### config.mk
export PLATFORM = sky130hd
export DESIGN_NAME = flash_wp_gate
export DESIGN_NICKNAME = d
export VERILOG_FILES = /design/src/rtl/fwp_pkg.sv /design/src/rtl/fwp_key_unlock.sv /design/src/rtl/fwp_rop_ctrl.sv /design/src/rtl/fwp_access_judge.sv /design/src/rtl/flash_wp_gate.sv
export SDC_FILE = /design/constraint.sdc
export NUM_CORES = 1
export LEC_CHECK = 0
export BUFFER_PORTS_ARGS = -buffer_cell sky130_fd_sc_hd__buf_2
export CORE_UTILIZATION = 38
export DETAILED_ROUTE_END_ITERATION = 6
export PLACE_DENSITY = 0.75
export RECOVER_POWER = 100
export SYNTH_ARGS = -nofsm -noshare
export SYNTH_HDL_FRONTEND = slang
export SYNTH_HIERARCHICAL = 1
export SYNTH_SLANG_ARGS = --single-unit
### constraint.sdc
create_clock -name clk -period 1.5 [get_ports clk]
set_input_delay 0.15 -clock clk [delete_from_list [all_inputs] [get_ports clk]]
set_output_delay 0.15 -clock clk [all_outputs]
set_load 0.05 [all_outputs]
### src/rtl/fwp_pkg.sv
package fwp_pkg;
  parameter int OFFSET_W   = 16;
  parameter int PAGE_SHIFT = 9;
  parameter int PAGE_CNT_W = 8;
  parameter int KEY_W      = 8;
  parameter int NUM_KEYS   = 2;

  parameter logic [KEY_W-1:0] KEY_LO = 8'h56;
  parameter logic [KEY_W-1:0] KEY_HI = 8'hAE;

  typedef enum logic [1:0] {
    AREA_PROG = 2'd0,
    AREA_DATA = 2'd1,
    AREA_OPT  = 2'd2,
    AREA_RSV  = 2'd3
  } area_e;

  typedef enum logic [1:0] {
    RA_PKEY = 2'd0,
    RA_DKEY = 2'd1,
    RA_LOCK = 2'd2,
    RA_ROP  = 2'd3
  } regaddr_e;

  typedef enum logic {SEQ_IDLE = 1'b0, SEQ_HALF = 1'b1} seq_e;
endpackage

### src/rtl/fwp_key_unlock.sv
module fwp_key_unlock
  import fwp_pkg::*;
#(
  parameter logic [KEY_W-1:0] K_FIRST  = KEY_LO,
  parameter logic [KEY_W-1:0] K_SECOND = KEY_HI
) (
  input  logic             clk,
  input  logic             rst_n,
  input  logic             key_we,
  input  logic [KEY_W-1:0] key_data,
  input  logic             relock,
  output logic             unlocked
);
  seq_e seq_q;
  logic unl_q;

  always_ff @(posedge clk) begin
    if (!rst_n) begin
      seq_q <= SEQ_IDLE;
      unl_q <= 1'b0;
    end else if (relock) begin
      seq_q <= SEQ_IDLE;
      unl_q <= 1'b0;
    end else if (key_we) begin
      if (seq_q == SEQ_IDLE && key_data == K_FIRST) begin
        seq_q <= SEQ_HALF;
      end else if (seq_q == SEQ_HALF && key_data == K_SECOND) begin
        seq_q <= SEQ_IDLE;
        unl_q <= 1'b1;
      end else begin
        seq_q <= SEQ_IDLE;
        unl_q <= 1'b0;
      end
    end
  end

  assign unlocked = unl_q;


  unlock_needs_second_key_chk: assert property (@(posedge clk) disable iff (!rst_n)
    $rose(unl_q) |-> $past(key_we && key_data == K_SECOND && !relock));

  wrong_key_relocks_chk: assert property (@(posedge clk) disable iff (!rst_n)
    (key_we && key_data != K_FIRST && key_data != K_SECOND) |=> !unl_q);
endmodule

### src/rtl/fwp_rop_ctrl.sv
module fwp_rop_ctrl (
  input  logic clk,
  input  logic rst_n,
  input  logic rop_init,
  input  logic opt_we,
  input  logic opt_val,
  output logic rop_active,
  output logic erase_req
);
  logic rop_q, erase_q;

  always_ff @(posedge clk) begin
    if (!rst_n) begin
      rop_q   <= rop_init;
      erase_q <= 1'b0;
    end else begin
      erase_q <= opt_we && rop_q && !opt_val;
      if (opt_we) rop_q <= opt_val;
    end
  end

  assign rop_active = rop_q;
  assign erase_req  = erase_q;


  erase_only_on_clear_chk: assert property (@(posedge clk) disable iff (!rst_n)
    erase_q |-> $past(rop_q) && !rop_q);

  erase_single_cycle_chk: assert property (@(posedge clk) disable iff (!rst_n)
    erase_q |=> !erase_q);
endmodule

### src/rtl/fwp_access_judge.sv
module fwp_access_judge
  import fwp_pkg::*;
(
  input  logic [1:0]            area,
  input  logic [OFFSET_W-1:0]   offset,
  input  logic                  is_write,
  input  logic                  is_dbg,
  input  logic                  prog_unl,
  input  logic                  data_unl,
  input  logic                  rop,
  input  logic [PAGE_CNT_W-1:0] boot_pages,
  output logic                  grant
);
  localparam int IDX_W = OFFSET_W - PAGE_SHIFT;
  localparam int CMP_W = ((IDX_W > PAGE_CNT_W) ? IDX_W : PAGE_CNT_W) + 1;

  logic [CMP_W-1:0] page_idx, page_lim;
  logic in_boot, rop_block;

  assign page_idx  = CMP_W'(offset >> PAGE_SHIFT);
  assign page_lim  = CMP_W'(boot_pages);
  assign in_boot   = page_idx < page_lim;
  assign rop_block = rop && is_dbg && (area == AREA_PROG || area == AREA_DATA);

  always_comb begin
    grant = 1'b0;
    if (!rop_block) begin
      unique case (area_e'(area))
        AREA_PROG: grant = !is_write || (prog_unl && !in_boot);
        AREA_DATA,
        AREA_OPT:  grant = !is_write || data_unl;
        default:   grant = 1'b0;
      endcase
    end
  end
endmodule

### src/rtl/flash_wp_gate.sv
module flash_wp_gate
  import fwp_pkg::*;
(
  input  logic                  clk,
  input  logic                  rst_n,
  input  logic                  rop_init,
  input  logic [PAGE_CNT_W-1:0] boot_pages,
  input  logic                  reg_we,
  input  logic [1:0]            reg_addr,
  input  logic [KEY_W-1:0]      reg_wdata,
  input  logic                  req_valid,
  output logic                  req_ready,
  input  logic [1:0]            req_area,
  input  logic [OFFSET_W-1:0]   req_offset,
  input  logic                  req_write,
  input  logic                  req_dbg,
  output logic                  resp_valid,
  input  logic                  resp_ready,
  output logic                  resp_grant,
  output logic                  viol_pulse,
  output logic                  erase_req,
  output logic                  prog_unlocked,
  output logic                  data_unlocked,
  output logic                  rop_active
);
  logic [NUM_KEYS-1:0] unl;
  logic [NUM_KEYS-1:0] key_we, relock;
  logic rop, grant_c, accept;
  logic rv_q, rg_q, viol_q;

  for (genvar g = 0; g < NUM_KEYS; g++) begin : g_key
    localparam logic [KEY_W-1:0] KF = (g == 0) ? KEY_LO : KEY_HI;
    localparam logic [KEY_W-1:0] KS = (g == 0) ? KEY_HI : KEY_LO;
    assign key_we[g] = reg_we && reg_addr == 2'(g);
    assign relock[g] = reg_we && reg_addr == RA_LOCK && !reg_wdata[g];
    fwp_key_unlock #(.K_FIRST(KF), .K_SECOND(KS)) u_key (
      .clk(clk), .rst_n(rst_n), .key_we(key_we[g]), .key_data(reg_wdata),
      .relock(relock[g]), .unlocked(unl[g]));
  end

  fwp_rop_ctrl u_rop (
    .clk(clk), .rst_n(rst_n), .rop_init(rop_init),
    .opt_we(reg_we && reg_addr == RA_ROP && unl[1]),
    .opt_val(reg_wdata[0]), .rop_active(rop), .erase_req(erase_req));

  fwp_access_judge u_judge (
    .area(req_area), .offset(req_offset), .is_write(req_write), .is_dbg(req_dbg),
    .prog_unl(unl[0]), .data_unl(unl[1]), .rop(rop), .boot_pages(boot_pages),
    .grant(grant_c));

  assign req_ready = !rv_q || resp_ready;
  assign accept    = req_valid && req_ready;

  always_ff @(posedge clk) begin
    if (!rst_n) begin
      rv_q   <= 1'b0;
      rg_q   <= 1'b0;
      viol_q <= 1'b0;
    end else begin
      viol_q <= accept && req_write && !grant_c;
      if (accept) begin
        rv_q <= 1'b1;
        rg_q <= grant_c;
      end else if (resp_ready) begin
        rv_q <= 1'b0;
      end
    end
  end

  assign resp_valid    = rv_q;
  assign resp_grant    = rg_q;
  assign viol_pulse    = viol_q;
  assign prog_unlocked = unl[0];
  assign data_unlocked = unl[1];
  assign rop_active    = rop;


  viol_matches_refusal_chk: assert property (@(posedge clk) disable iff (!rst_n)
    viol_q |-> rv_q && !rg_q);

  held_result_stable_chk: assert property (@(posedge clk) disable iff (!rst_n)
    (rv_q && !resp_ready) |=> rv_q && $stable(rg_q));

  boot_write_refused_chk: assert property (@(posedge clk) disable iff (!rst_n)
    (accept && req_write && req_area == AREA_PROG &&
     (32'(req_offset) >> PAGE_SHIFT) < 32'(boot_pages)) |=> !rg_q);

  rop_dbg_refused_chk: assert property (@(posedge clk) disable iff (!rst_n)
    (accept && rop && req_dbg && !req_area[1]) |=> !rg_q);

  lock_ctrl_relocks_chk: assert property (@(posedge clk) disable iff (!rst_n)
    (reg_we && reg_addr == RA_LOCK && !reg_wdata[0]) |=> !unl[0]);
endmodule

==> metrics.txt, run 1 <==
most used flip-flop cell after synthesis=sky130_fd_sc_hd__dfxtp_1; IO Count=52; cell area after synthesis=835 µm²; Final min period=1.46 ns; storage element area=191 µm²; Worst Clk Skew=0.00560 ns; max-cap check violation count=0; detailed-placement wirelength estimate=1.51 mm; Critical Path AT=1.66 ns; cell type with the highest aggregate area in the netlist=sky130_fd_sc_hd__dfxtp_1; Syn Area/Cell=9.38 µm²; Routed Wire Length=1.82 mm; y dimension of the die=48.9 µm; count of antenna diodes in the layout=0; count of buffer and inverter cells on the critical path=0; number of input and output port buffers inserted=42; post-layout power=0.000639 W; start-to-end type of the worst setup path=reg2reg; ANT nets after route=0; largest fanout on the critical path=3; global-route total usage across every layer=0.168; minimum setup slack among reg-to-reg paths=0.04 ns; initial core utilization=0.413; Crit. path cell count=3; post-detailed-route via-to-cell ratio=5.02; path class of the lowest-slack min-delay path=in2reg; fraction of layout cells with a size suffix above 1=0.360; kind of start point of the critical path=flip-flop; Post-Place Setup Slack=0.00249 ns; Die Outline Area=0.00239 mm²; average wire per cell in the routed design=11.1 µm; number of max-slew violations in the final report=0; critical path startpoint=g_key[1].u_key/seq_q$_SDFFE_PP0P_; number of register bits inferred by synthesis=9; clock tree from TritonCTS=yes; first-pass GRT wire length=3.13 mm; maximum count of clock buffers along a single path=2; routability-driven placement congestion ratio=0.719; multi-input combinational cell area=584 µm²; top area cells in the synthesized netlist=sky130_fd_sc_hd__dfxtp_1 19%, sky130_fd_sc_hd__ha_1 13%, sky130_fd_sc_hd__inv_1 4.0%, sky130_fd_sc_hd__nand2b_1 3.7%, sky130_fd_sc_hd__and4b_1 3.6%; final number of setup-violating endpoints=0; net count after synthesis=142; result of the run=complete, no violations; cell-by-cell trace of the critical path=or4b_4 -> or4_4 -> o211ai_2; leakage dissipation=0.543 nW; async set or reset register ratio after synthesis=0; Largest delay share family, worst path=simple AND/OR/NAND/NOR gates; library cell contributing the largest single delay on the critical path=sky130_fd_sc_hd__or4_4; endpoint of the lowest-slack register-to-register path=g_key[1].u_key/unlocked$_SDFFE_PP0P_; transition at the pin with the smallest max-transition slack=0.600 ns; Worst R2R Start=g_key[1].u_key/seq_q$_SDFFE_PP0P_; area share of the largest cell type after synthesis=0.192; Max rail drop VDD=479 µV; level count of the clock H-tree=1; post-CTS setup buffers=0; vias in the first global route=809; element type at the critical path end=flip-flop; count of flip-flops with a built-in enable after synthesis=1; count of warnings emitted by yosys=6; Remaining DRCs=0; horizontal die dimension=48.9 µm; worst relative slew slack=0.602; DR vias=818; depth of the worst register-to-register path=3; number of nets in the layout=190; Hold Fails Final Rpt=0; clock transition time at the flip-flop clock pins of the worst setup and hold paths=0.06 ns; data required time of the critical path=1.69 ns; number of distinct standard cells referenced by the synthesized netlist=40; FP Rows=16; post-synthesis cell count=89; number of antenna violations at the first check in global routing=0; root buffer cell=sky130_fd_sc_hd__clkbuf_4; total core area=0.00202 mm²; clk sinks=9; critical path endpoint=g_key[1].u_key/unlocked$_SDFFE_PP0P_; detailed-routing iteration count for the pre-antenna-repair pass=4; Num CTS Buffers=3; largest net degree at the start of global routing=13; area overhead of the layout relative to synthesis=28.9%; Achievable Freq=0.683 GHz; detailed router's first-iteration violation count=10; Final Worst Setup Slack=0.0362 ns; grt ovf=0; period utilisation layout=0.976; fillcell total=206; part of the Yosys area used for sequential elements=0.228; power per unit of standard cell area=594 mW/mm²; setup repair after global routing missed its margin=false; Clk Latency, worst-skew pair=0.27 ns; slowest cell delay on critical path=0.52 ns; TNS Setup=0 ns
==> stage by stage <==
stage / utilization / instance area (µm²) / instances / hold slack [ns]
2_1_floorplan: - / 835 / 89 / 0.277
3_3_place_gp: 0.537 / 1090 / 159 / 0.405
3_5_place_dp: 0.537 / 1090 / 159 / 0.407
4_1_cts: 0.551 / 1110 / 163 / 0.126
5_1_grt: 0.532 / 1080 / 163 / 0.127
6_report: 0.532 / 1080 / 163 / 0.130
==> how the worst min path moves through the flow <==
| stage | from | end | slack [ns] | cells past startpoint |
|---|---|---|---|---|
| 2_1_floorplan | req_valid | viol_pulse$_SDFF_PN0_ | 0.28 | 2 |
| 3_3_place_gp | req_write | viol_pulse$_SDFF_PN0_ | 0.41 | 3 |
| 3_5_place_dp | req_write | viol_pulse$_SDFF_PN0_ | 0.41 | 3 |
| 4_1_cts | req_write | viol_pulse$_SDFF_PN0_ | 0.13 | 3 |
| 5_1_grt | req_write | viol_pulse$_SDFF_PN0_ | 0.13 | 3 |
| 6_report | req_write | viol_pulse$_SDFF_PN0_ | 0.13 | 3 |
==> state kept, by name, summed over array words and instances (netlist names) <==
name and count:
u_rop/erase_req 1, g_key.u_key/unlocked 2, g_key.u_key/seq_q 2, u_rop/rop_active 1, resp_valid 1, resp_grant 1
viol_pulse 1
==> layout by cell type, fill, tap and decap left out, types with 3 or more instances in the layout <==
| cell type | count |
|---|---|
| sky130_fd_sc_hd__nand3b_1 | 3 |
| sky130_fd_sc_hd__clkbuf_1 | 10 |
| sky130_fd_sc_hd__nand2_1 | 8 |
| sky130_fd_sc_hd__clkbuf_4 | 3 |
| sky130_fd_sc_hd__nor2_1 | 4 |
| sky130_fd_sc_hd__nand2b_1 | 5 |
| sky130_fd_sc_hd__and4b_1 | 3 |
| sky130_fd_sc_hd__buf_2 | 33 |
| sky130_fd_sc_hd__ha_1 | 9 |
| sky130_fd_sc_hd__inv_1 | 9 |
| sky130_fd_sc_hd__nand3_1 | 3 |
| sky130_fd_sc_hd__dfxtp_1 | 7 |
==> final cells by class <==
cell class,count,share of cell area
Clock buffer,4,0.0244
Inverter,9,0.0314
Multi-Input combinational cell,71,0.543
Sequential cell,9,0.178
Tap cell,27,0.0314
Timing Repair Buffer,43,0.192
==> timing repair <==
item / in CTS / in global routing
endpoints found under the setup margin: 1 / 1
endpoints found under the hold margin: 0 / 0
resized for setup: 1 / 0
hold buffers: 0 / 0
pin swaps: 1 / 2
==> per-layer routing <==
metal / wire [µm] / up-vias / global-route usage
met5: 0 / - / 0
met4: 14 / 0 / 0.0882
met3: 105 / 2 / 0.0592
met2: 923 / 26 / 0.301
met1: 772 / 362 / 0.171
li1: - / 428 / -
==> power by group <==
group	total, W	internal, W	leakage [nW]	switching, W
Combinational	0.000190	0.0000871	0.453	0.000102
Clock	0.000194	0.000103	0.0150	0.0000917
Sequential	0.000255	0.000251	0.0752	0.00000404
==> Yosys cell counts (2+ instances only) <==
master and instances:
sky130_fd_sc_hd__a21o_1 2, sky130_fd_sc_hd__a21oi_1 2, sky130_fd_sc_hd__and3b_1 2, sky130_fd_sc_hd__and4b_1 3, sky130_fd_sc_hd__dfxtp_1 8, sky130_fd_sc_hd__ha_1 9, sky130_fd_sc_hd__inv_1 9, sky130_fd_sc_hd__nand2_1 8
sky130_fd_sc_hd__nand2b_1 5, sky130_fd_sc_hd__nand3_1 3, sky130_fd_sc_hd__nand3b_1 3, sky130_fd_sc_hd__nor2_1 4, sky130_fd_sc_hd__nor2b_1 2, sky130_fd_sc_hd__nor4bb_1 2, sky130_fd_sc_hd__or2b_1 2
==> kinds of logic (layout without fill, tap and decap cells) <==
family          after synthesis  count (layout)  share of synthesized area
compound gates               13              13                      0.130
fa+ha+maj                     9               9                      0.135
buf+inv                       9              56                     0.0405
flops                         9               9                      0.228
mux                           2               2                     0.0300
simple gates                 47              47                      0.436
==> worst reg2reg max path, cell delays in order (launching register included) <==
cell,delay [ns]
sky130_fd_sc_hd__dfxtp_2,0.32
sky130_fd_sc_hd__or4b_4,0.48
sky130_fd_sc_hd__or4_4,0.52
sky130_fd_sc_hd__o211ai_2,0.08
Power figures use the tool's default switching activity.
==> run 2: changes to the inputs <==
SETUP_SLACK_MARGIN = 0.5   (was default)
==> run 2 against run 1 <==
Effect of this change:
- non-clock buffer count up 2
- clock-buffer cell count unchanged
- utilization up 2.8 points
- via count up 2.7%
- sequential share of layout area down 0.77 points
- global-route usage up 1.7 points
- worst hold slack better by 0.0048 ns
- die area unchanged
- critical path depth unchanged
- sequential cell count unchanged
- maximum frequency up 1.4%
- final cell count up 1.2%
- critical endpoint unchanged
- largest power group unchanged
==> metrics.txt, run 2 (synthesis gave the netlist of run 1 again) <==
Achievable Freq=0.693 GHz (was 0.683 GHz); root buffer cell=sky130_fd_sc_hd__clkbuf_4 (unchanged); Min-Delay Startpoint=req_write (unchanged); area overhead of the layout relative to synthesis=35.7% (was 28.9%); share of total power in the clock network=0.297 (was 0.305); library cell contributing the largest single delay on the critical path=sky130_fd_sc_hd__or4_1 (was sky130_fd_sc_hd__or4_4); FP Rows=16 (unchanged); transition at the pin with the smallest max-transition slack=0.601 ns (was 0.600 ns); Comb pwr share=0.316 (was 0.297); count of antenna diodes in the layout=0 (unchanged); depth of the worst register-to-register path=3 (unchanged); detailed router's first-iteration violation count=8 (was 10); y dimension of the die=48.9 µm (unchanged); Net Switching=0.000206 W (was 0.000198 W); detailed-routing iteration count for the pre-antenna-repair pass=4 (unchanged); Hold Fails Final Rpt=0 (unchanged); Crit. path cell count=3 (unchanged); element type at the critical path end=flip-flop (unchanged); Max rail drop VDD=411 µV (was 479 µV); Post-Place Setup Slack=0.0580 ns (was 0.00249 ns); Post-CTS Hold Fix Bufs=0 (unchanged); clock transition time at the flip-flop clock pins of the worst setup and hold paths=0.07 ns (was 0.06 ns); kind of start point of the critical path=flip-flop (unchanged); result of the run=complete, no violations (unchanged); Critical Path AT=1.64 ns (was 1.66 ns); grt ovf=0 (unchanged); maximum count of clock buffers along a single path=2 (unchanged); Worst Clk Skew=0.000925 ns (was 0.00560 ns); period utilisation layout=0.962 (was 0.976); largest net degree at the start of global routing=13 (unchanged); max-cap check violation count=0 (unchanged); power per unit of standard cell area=582 mW/mm² (was 594 mW/mm²); fraction of power consumed by sequential logic=0.387 (was 0.399); instance count along the most critical hold path=3 (unchanged); slowest cell delay on critical path=0.50 ns (was 0.52 ns); fraction of layout cells with a size suffix above 1=0.370 (was 0.360); fillcell total=204 (was 206); switching share of power=0.312 (was 0.310); worst relative slew slack=0.601 (was 0.602); average wire per cell in the routed design=12.0 µm (was 11.1 µm); Final Worst Setup Slack=0.0563 ns (was 0.0362 ns); clk sinks=9 (unchanged); routability-driven placement congestion ratio=0.707 (was 0.719); cell area after layout=0.00113 mm² (was 0.00108 mm²); Routed Wire Length=1.97 mm (was 1.82 mm); critical path startpoint=g_key[1].u_key/seq_q$_SDFFE_PP0P_ (unchanged); Num CTS Buffers=3 (unchanged); number of input and output port buffers inserted=42 (unchanged); number of nets in the layout=192 (was 190); first-pass GRT wire length=3.46 mm (was 3.13 mm); TNS Setup=0 ns (unchanged); leading cell types in the layout, fill and taps excluded=31 x sky130_fd_sc_hd__buf_2, 11 x sky130_fd_sc_hd__clkbuf_1, 8 x sky130_fd_sc_hd__nand2_1, 8 x sky130_fd_sc_hd__inv_1, 8 x sky130_fd_sc_hd__ha_1 (was 33 x sky130_fd_sc_hd__buf_2, 10 x sky130_fd_sc_hd__clkbuf_1, 9 x sky130_fd_sc_hd__inv_1, 9 x sky130_fd_sc_hd__ha_1, 8 x sky130_fd_sc_hd__nand2_1); data required time of the critical path=1.70 ns (was 1.69 ns); Final min period=1.44 ns (was 1.46 ns); initial core utilization=0.413 (unchanged); ANT nets after route=0 (unchanged); commonest non-fill, non-tap cell in the layout=sky130_fd_sc_hd__buf_2 (unchanged); vias in the first global route=836 (was 809); number of antenna violations at the first check in global routing=0 (unchanged); total core area=0.00202 mm² (unchanged); post-detailed-route via-to-cell ratio=5.09 (was 5.02); post-layout power=0.000659 W (was 0.000639 W); setup repair after global routing missed its margin=true (was false); final number of setup-violating endpoints=0 (unchanged); path class of the lowest-slack min-delay path=in2reg (unchanged); DR vias=840 (was 818); global-route total usage across every layer=0.185 (was 0.168); count of buffer and inverter cells on the critical path=0 (unchanged); start-to-end type of the worst setup path=reg2reg (unchanged); leakage dissipation=0.568 nW (was 0.543 nW); final hold slack=0.135 ns (was 0.130 ns); largest fanout on the critical path=3 (unchanged); level count of the clock H-tree=1 (unchanged); Worst R2R Start=g_key[1].u_key/seq_q$_SDFFE_PP0P_ (unchanged); detailed-placement wirelength estimate=1.55 mm (was 1.51 mm); Remaining DRCs=0 (unchanged); Clk Latency, worst-skew pair=0.26 ns (was 0.27 ns); Die Outline Area=0.00239 mm² (unchanged); internal power summed over all cells=0.000453 W (was 0.000440 W); number of max-slew violations in the final report=0 (unchanged); cell-by-cell trace of the critical path=or4b_4 -> or4_1 -> o211ai_2 (was or4b_4 -> or4_4 -> o211ai_2); Largest delay share family, worst path=simple AND/OR/NAND/NOR gates (unchanged); Area after DPL=0.00108 mm² (was 0.00109 mm²); clock tree from TritonCTS=yes (unchanged); horizontal die dimension=48.9 µm (unchanged); IO Count=52 (unchanged)
==> run 2: routing by layer <==
| layer | vias to the layer above | track usage | share of wire |
|---|---|---|---|
| met5 | - | 0 | 0 |
| met4 | 0 | 0.0588 | 0.0071 |
| met3 | 2 | 0.0561 | 0.060 |
| met2 | 29 | 0.350 | 0.52 |
| met1 | 384 | 0.194 | 0.42 |
| li1 | 425 | - | - |
==> run 2: worst register-to-register path, delay by kind of cell (launching register included) <==
kind / cells / cell delay [ns]
simple gates: 2 / 0.98
flops: 1 / 0.32
compound gates: 1 / 0.08
==> run 2: through the flow <==
stage,utilization,instances
after global placement,0.535,158
after CTS,0.570,163
after global routing,0.560,165
after detailed placement,0.535,158
after floorplan,-,89
final,0.560,165
==> run 2: final cells by class <==
type	count	area [µm²]	area share
Multi-Input combinational cell	71	613	0.541
Tap cell	27	33.8	0.0298
Clock buffer	4	26.3	0.0232
Sequential cell	9	193	0.170
Timing Repair Buffer	45	233	0.206
Inverter	9	33.8	0.0298
==> run 2: power groups by stage <==
stage	clock [W]	combinational, W	sequential (W)
final	0.000196	0.000208	0.000255
after global routing	0.000220	0.000230	0.000255
after CTS	0.000205	0.000210	0.000256
after detailed placement	0	0.000197	0.000261
after global placement	0	0.000188	0.000260
after floorplan	0	0.0000906	0.000284
==> run 2: worst paths after layout <==
check                                               to  slack, ns
setup / recovery  g_key[1].u_key/unlocked$_SDFFE_PP0P_       0.06
hold / removal                   viol_pulse$_SDFF_PN0_       0.14
setup reg to reg  g_key[1].u_key/unlocked$_SDFFE_PP0P_       0.06
hold reg to reg                resp_grant$_SDFFE_PN0P_       0.46
==> run 2: timing repair <==
item / in CTS / in global routing
setup endpoints to repair: 10 / 10
pin swaps: 5 / 2
resized for setup: 11 / 7
setup buffers: 1 / 2
hold endpoints to repair: 0 / 0
==> run 3: changes to the inputs <==
--- a/config.mk
+++ b/config.mk
@@ -7,7 +7,7 @@
 export LEC_CHECK = 0
 export BUFFER_PORTS_ARGS = -buffer_cell sky130_fd_sc_hd__buf_2
-export CORE_UTILIZATION = 38
+export CORE_UTILIZATION = 35
 export DETAILED_ROUTE_END_ITERATION = 6
-export PLACE_DENSITY = 0.75
+export PLACE_DENSITY = 0.7
 export RECOVER_POWER = 100
 export SETUP_SLACK_MARGIN = 0.5
==> constraint.sdc (replaced) <==
create_clock -name clk -period 1.5 [get_ports clk]
set_input_delay 0.3 -clock clk [delete_from_list [all_inputs] [get_ports clk]]
set_output_delay 0.3 -clock clk [all_outputs]
set_load 0.05 [all_outputs]
==> run 3 against run 2 <==
Effect of this change:
- register-to-register slack is essentially flat
- worst hold slack better by 0.14 ns
- critical path type unchanged
- sequential power about the same
==> metrics.txt, run 3 (synthesis gave the netlist of run 1 again) <==
TNS Setup=0 ns (unchanged); worst relative slew slack=0.650 (was 0.601); number of input and output port buffers inserted=42 (unchanged); post-detailed-route via-to-cell ratio=4.96 (was 5.09); first-pass GRT wire length=3.28 mm (was 3.46 mm); horizontal die dimension=50.8 µm (was 48.9 µm); clock tree from TritonCTS=yes (unchanged); Routed Wire Length=2.03 mm (was 1.97 mm); Achievable Freq=0.698 GHz (was 0.693 GHz); data required time of the critical path=1.69 ns (was 1.70 ns); number of max-slew violations in the final report=0 (unchanged); root buffer cell=sky130_fd_sc_hd__clkbuf_4 (unchanged); FP Rows=17 (was 16); Critical Path AT=1.62 ns (was 1.64 ns); area overhead of the layout relative to synthesis=52.0% (was 35.7%); element type at the critical path end=flip-flop (unchanged); vias in the first global route=830 (was 836); transition at the pin with the smallest max-transition slack=0.525 ns (was 0.601 ns); critical path startpoint=g_key[1].u_key/seq_q$_SDFFE_PP0P_ (unchanged); DR vias=848 (was 840); y dimension of the die=50.8 µm (was 48.9 µm); power per unit of standard cell area=542 mW/mm² (was 582 mW/mm²); number of nets in the layout=197 (was 192); detailed-placement wirelength estimate=1.58 mm (was 1.55 mm); final number of setup-violating endpoints=0 (unchanged); period utilisation layout=0.954 (was 0.962); Clk Latency, worst-skew pair=0.26 ns (about the same); cell area after layout=0.00127 mm² (was 0.00113 mm²); commonest non-fill, non-tap cell in the layout=sky130_fd_sc_hd__buf_2 (unchanged); global-route total usage across every layer=0.167 (was 0.185); result of the run=complete, no violations (unchanged); multi-input combinational cell area=673 µm² (was 613 µm²); post-layout power=0.000687 W (was 0.000659 W); largest net degree at the start of global routing=13 (unchanged); path class of the lowest-slack min-delay path=in2reg (unchanged); slowest cell delay on critical path=0.50 ns (about the same); number of antenna violations at the first check in global routing=0 (unchanged); routability-driven placement congestion ratio=0.775 (was 0.707); max-cap check violation count=0 (unchanged); setup repair after global routing missed its margin=true (unchanged); maximum count of clock buffers along a single path=2 (unchanged); Max rail drop VDD=444 µV (was 411 µV); clk sinks=9 (unchanged); detailed router's first-iteration violation count=6 (was 8); total core area=0.00223 mm² (was 0.00202 mm²); Num CTS Buffers=3 (unchanged); ANT nets after route=0 (unchanged); fillcell total=204 (unchanged); level count of the clock H-tree=1 (unchanged); largest fanout on the critical path=2 (was 3); Final min period=1.43 ns (was 1.44 ns); grt ovf=0 (unchanged); library cell contributing the largest single delay on the critical path=sky130_fd_sc_hd__or4_1 (unchanged); IO Count=52 (unchanged); detailed-routing iteration count for the pre-antenna-repair pass=6 (was 4); initial core utilization=0.374 (was 0.413); storage element area=199 µm² (was 193 µm²); Die Outline Area=0.00258 mm² (was 0.00239 mm²); Min-Delay Startpoint=req_write (unchanged); start-to-end type of the worst setup path=reg2reg (unchanged); count of antenna diodes in the layout=0 (unchanged); Hold Fails Final Rpt=0 (unchanged); average wire per cell in the routed design=11.9 µm (was 12.0 µm); leakage dissipation=0.645 nW (was 0.568 nW); kind of start point of the critical path=flip-flop (unchanged); Area after DPL=0.00113 mm² (was 0.00108 mm²); Final Worst Setup Slack=0.0683 ns (was 0.0563 ns); Worst R2R Start=g_key[1].u_key/seq_q$_SDFFE_PP0P_ (unchanged); Worst Clk Skew=0.00679 ns (was 0.000925 ns); fraction of layout cells with a size suffix above 1=0.545 (was 0.370); leading cell types in the layout, fill and taps excluded=30 x sky130_fd_sc_hd__buf_2, 9 x sky130_fd_sc_hd__buf_4, 8 x sky130_fd_sc_hd__nand2_1, 6 x sky130_fd_sc_hd__clkbuf_2 (was 31 x sky130_fd_sc_hd__buf_2, 11 x sky130_fd_sc_hd__clkbuf_1, 8 x sky130_fd_sc_hd__nand2_1, 8 x sky130_fd_sc_hd__inv_1, 8 x sky130_fd_sc_hd__ha_1); clock transition time at the flip-flop clock pins of the worst setup and hold paths=0.07 ns (about the same); Post-Place Setup Slack=-0.0619 ns (was 0.0580 ns); cell-by-cell trace of the critical path=or4b_4 -> or4_1 -> o211ai_2 (unchanged); Remaining DRCs=0 (unchanged)
-- run 3: changes by cell type in the layout (fill, tap and decap cells not counted), moves of 2 or more --
cell | previous run | this run
sky130_fd_sc_hd__clkbuf_1 | 11 | 2
sky130_fd_sc_hd__buf_4 | 2 | 9
sky130_fd_sc_hd__clkbuf_2 | 0 | 6
sky130_fd_sc_hd__ha_1 | 8 | 3
sky130_fd_sc_hd__dfxtp_1 | 6 | 3
sky130_fd_sc_hd__ha_4 | 1 | 4
sky130_fd_sc_hd__inv_1 | 8 | 5
sky130_fd_sc_hd__buf_6 | 0 | 2
sky130_fd_sc_hd__dfxtp_2 | 2 | 4
sky130_fd_sc_hd__ha_2 | 0 | 2
sky130_fd_sc_hd__inv_2 | 1 | 3
-- run 3: path summary, 6_finish.rpt --
| check | to | slack [ns] | cells past startpoint |
|---|---|---|---|
| setup / recovery | g_key[1].u_key/unlocked$_SDFFE_PP0P_ | 0.07 | 3 |
| hold / removal | viol_pulse$_SDFF_PN0_ | 0.27 | 3 |
| setup reg to reg | g_key[1].u_key/unlocked$_SDFFE_PP0P_ | 0.07 | 3 |
| hold reg to reg | resp_grant$_SDFFE_PN0P_ | 0.47 | 2 |
-- run 3: through the flow --
stage / hold slack (ns) / utilization / cells
after floorplan: 0.427 / - / 89
after global placement: 0.451 / 0.506 / 163
after detailed placement: 0.463 / 0.506 / 163
after CTS: 0.268 / 0.580 / 169
after global routing: 0.276 / 0.568 / 171
final: 0.273 / 0.568 / 171
-- run 3: critical path: cells and delay by family (launching register included) --
family             cells  cell delay [ns]
AOI/OAI and AO/OA      1             0.07
DFF                    1             0.32
and+or+nand+nor        2             0.97
-- run 3: layer usage --
layer	vias to the layer above	routed length, µm	global-route usage
met5	-	0	0
met1	371	874	0.197
met3	0	173	0.0268
met2	44	981	0.291
met4	0	0	0.0787
li1	433	-	-
-- run 3: report_power, final --
group | switching [W] | internal, W | total, W
logic | 0.000121 | 0.000124 | 0.000245
registers | 0.00000407 | 0.000249 | 0.000253
clock network | 0.0000859 | 0.000103 | 0.000188
total | 0.000211 | 0.000476 | 0.000687
-- run 3: timing repair --
action | 4_1_cts | 5_1_grt
hold buffers | 0 | 0
pin swaps | 9 | 7
gates resized for setup | 32 | 13
buffers inserted | 2 | 2
endpoints found under the setup margin | 13 | 15
-- run 3: layout make-up --
type,count,area share
repair buffers,50,0.236
inverters,9,0.0286
multi-input cells,71,0.531
clock buffers,4,0.0207
flip-flops and latches,9,0.157
well taps,28,0.0276
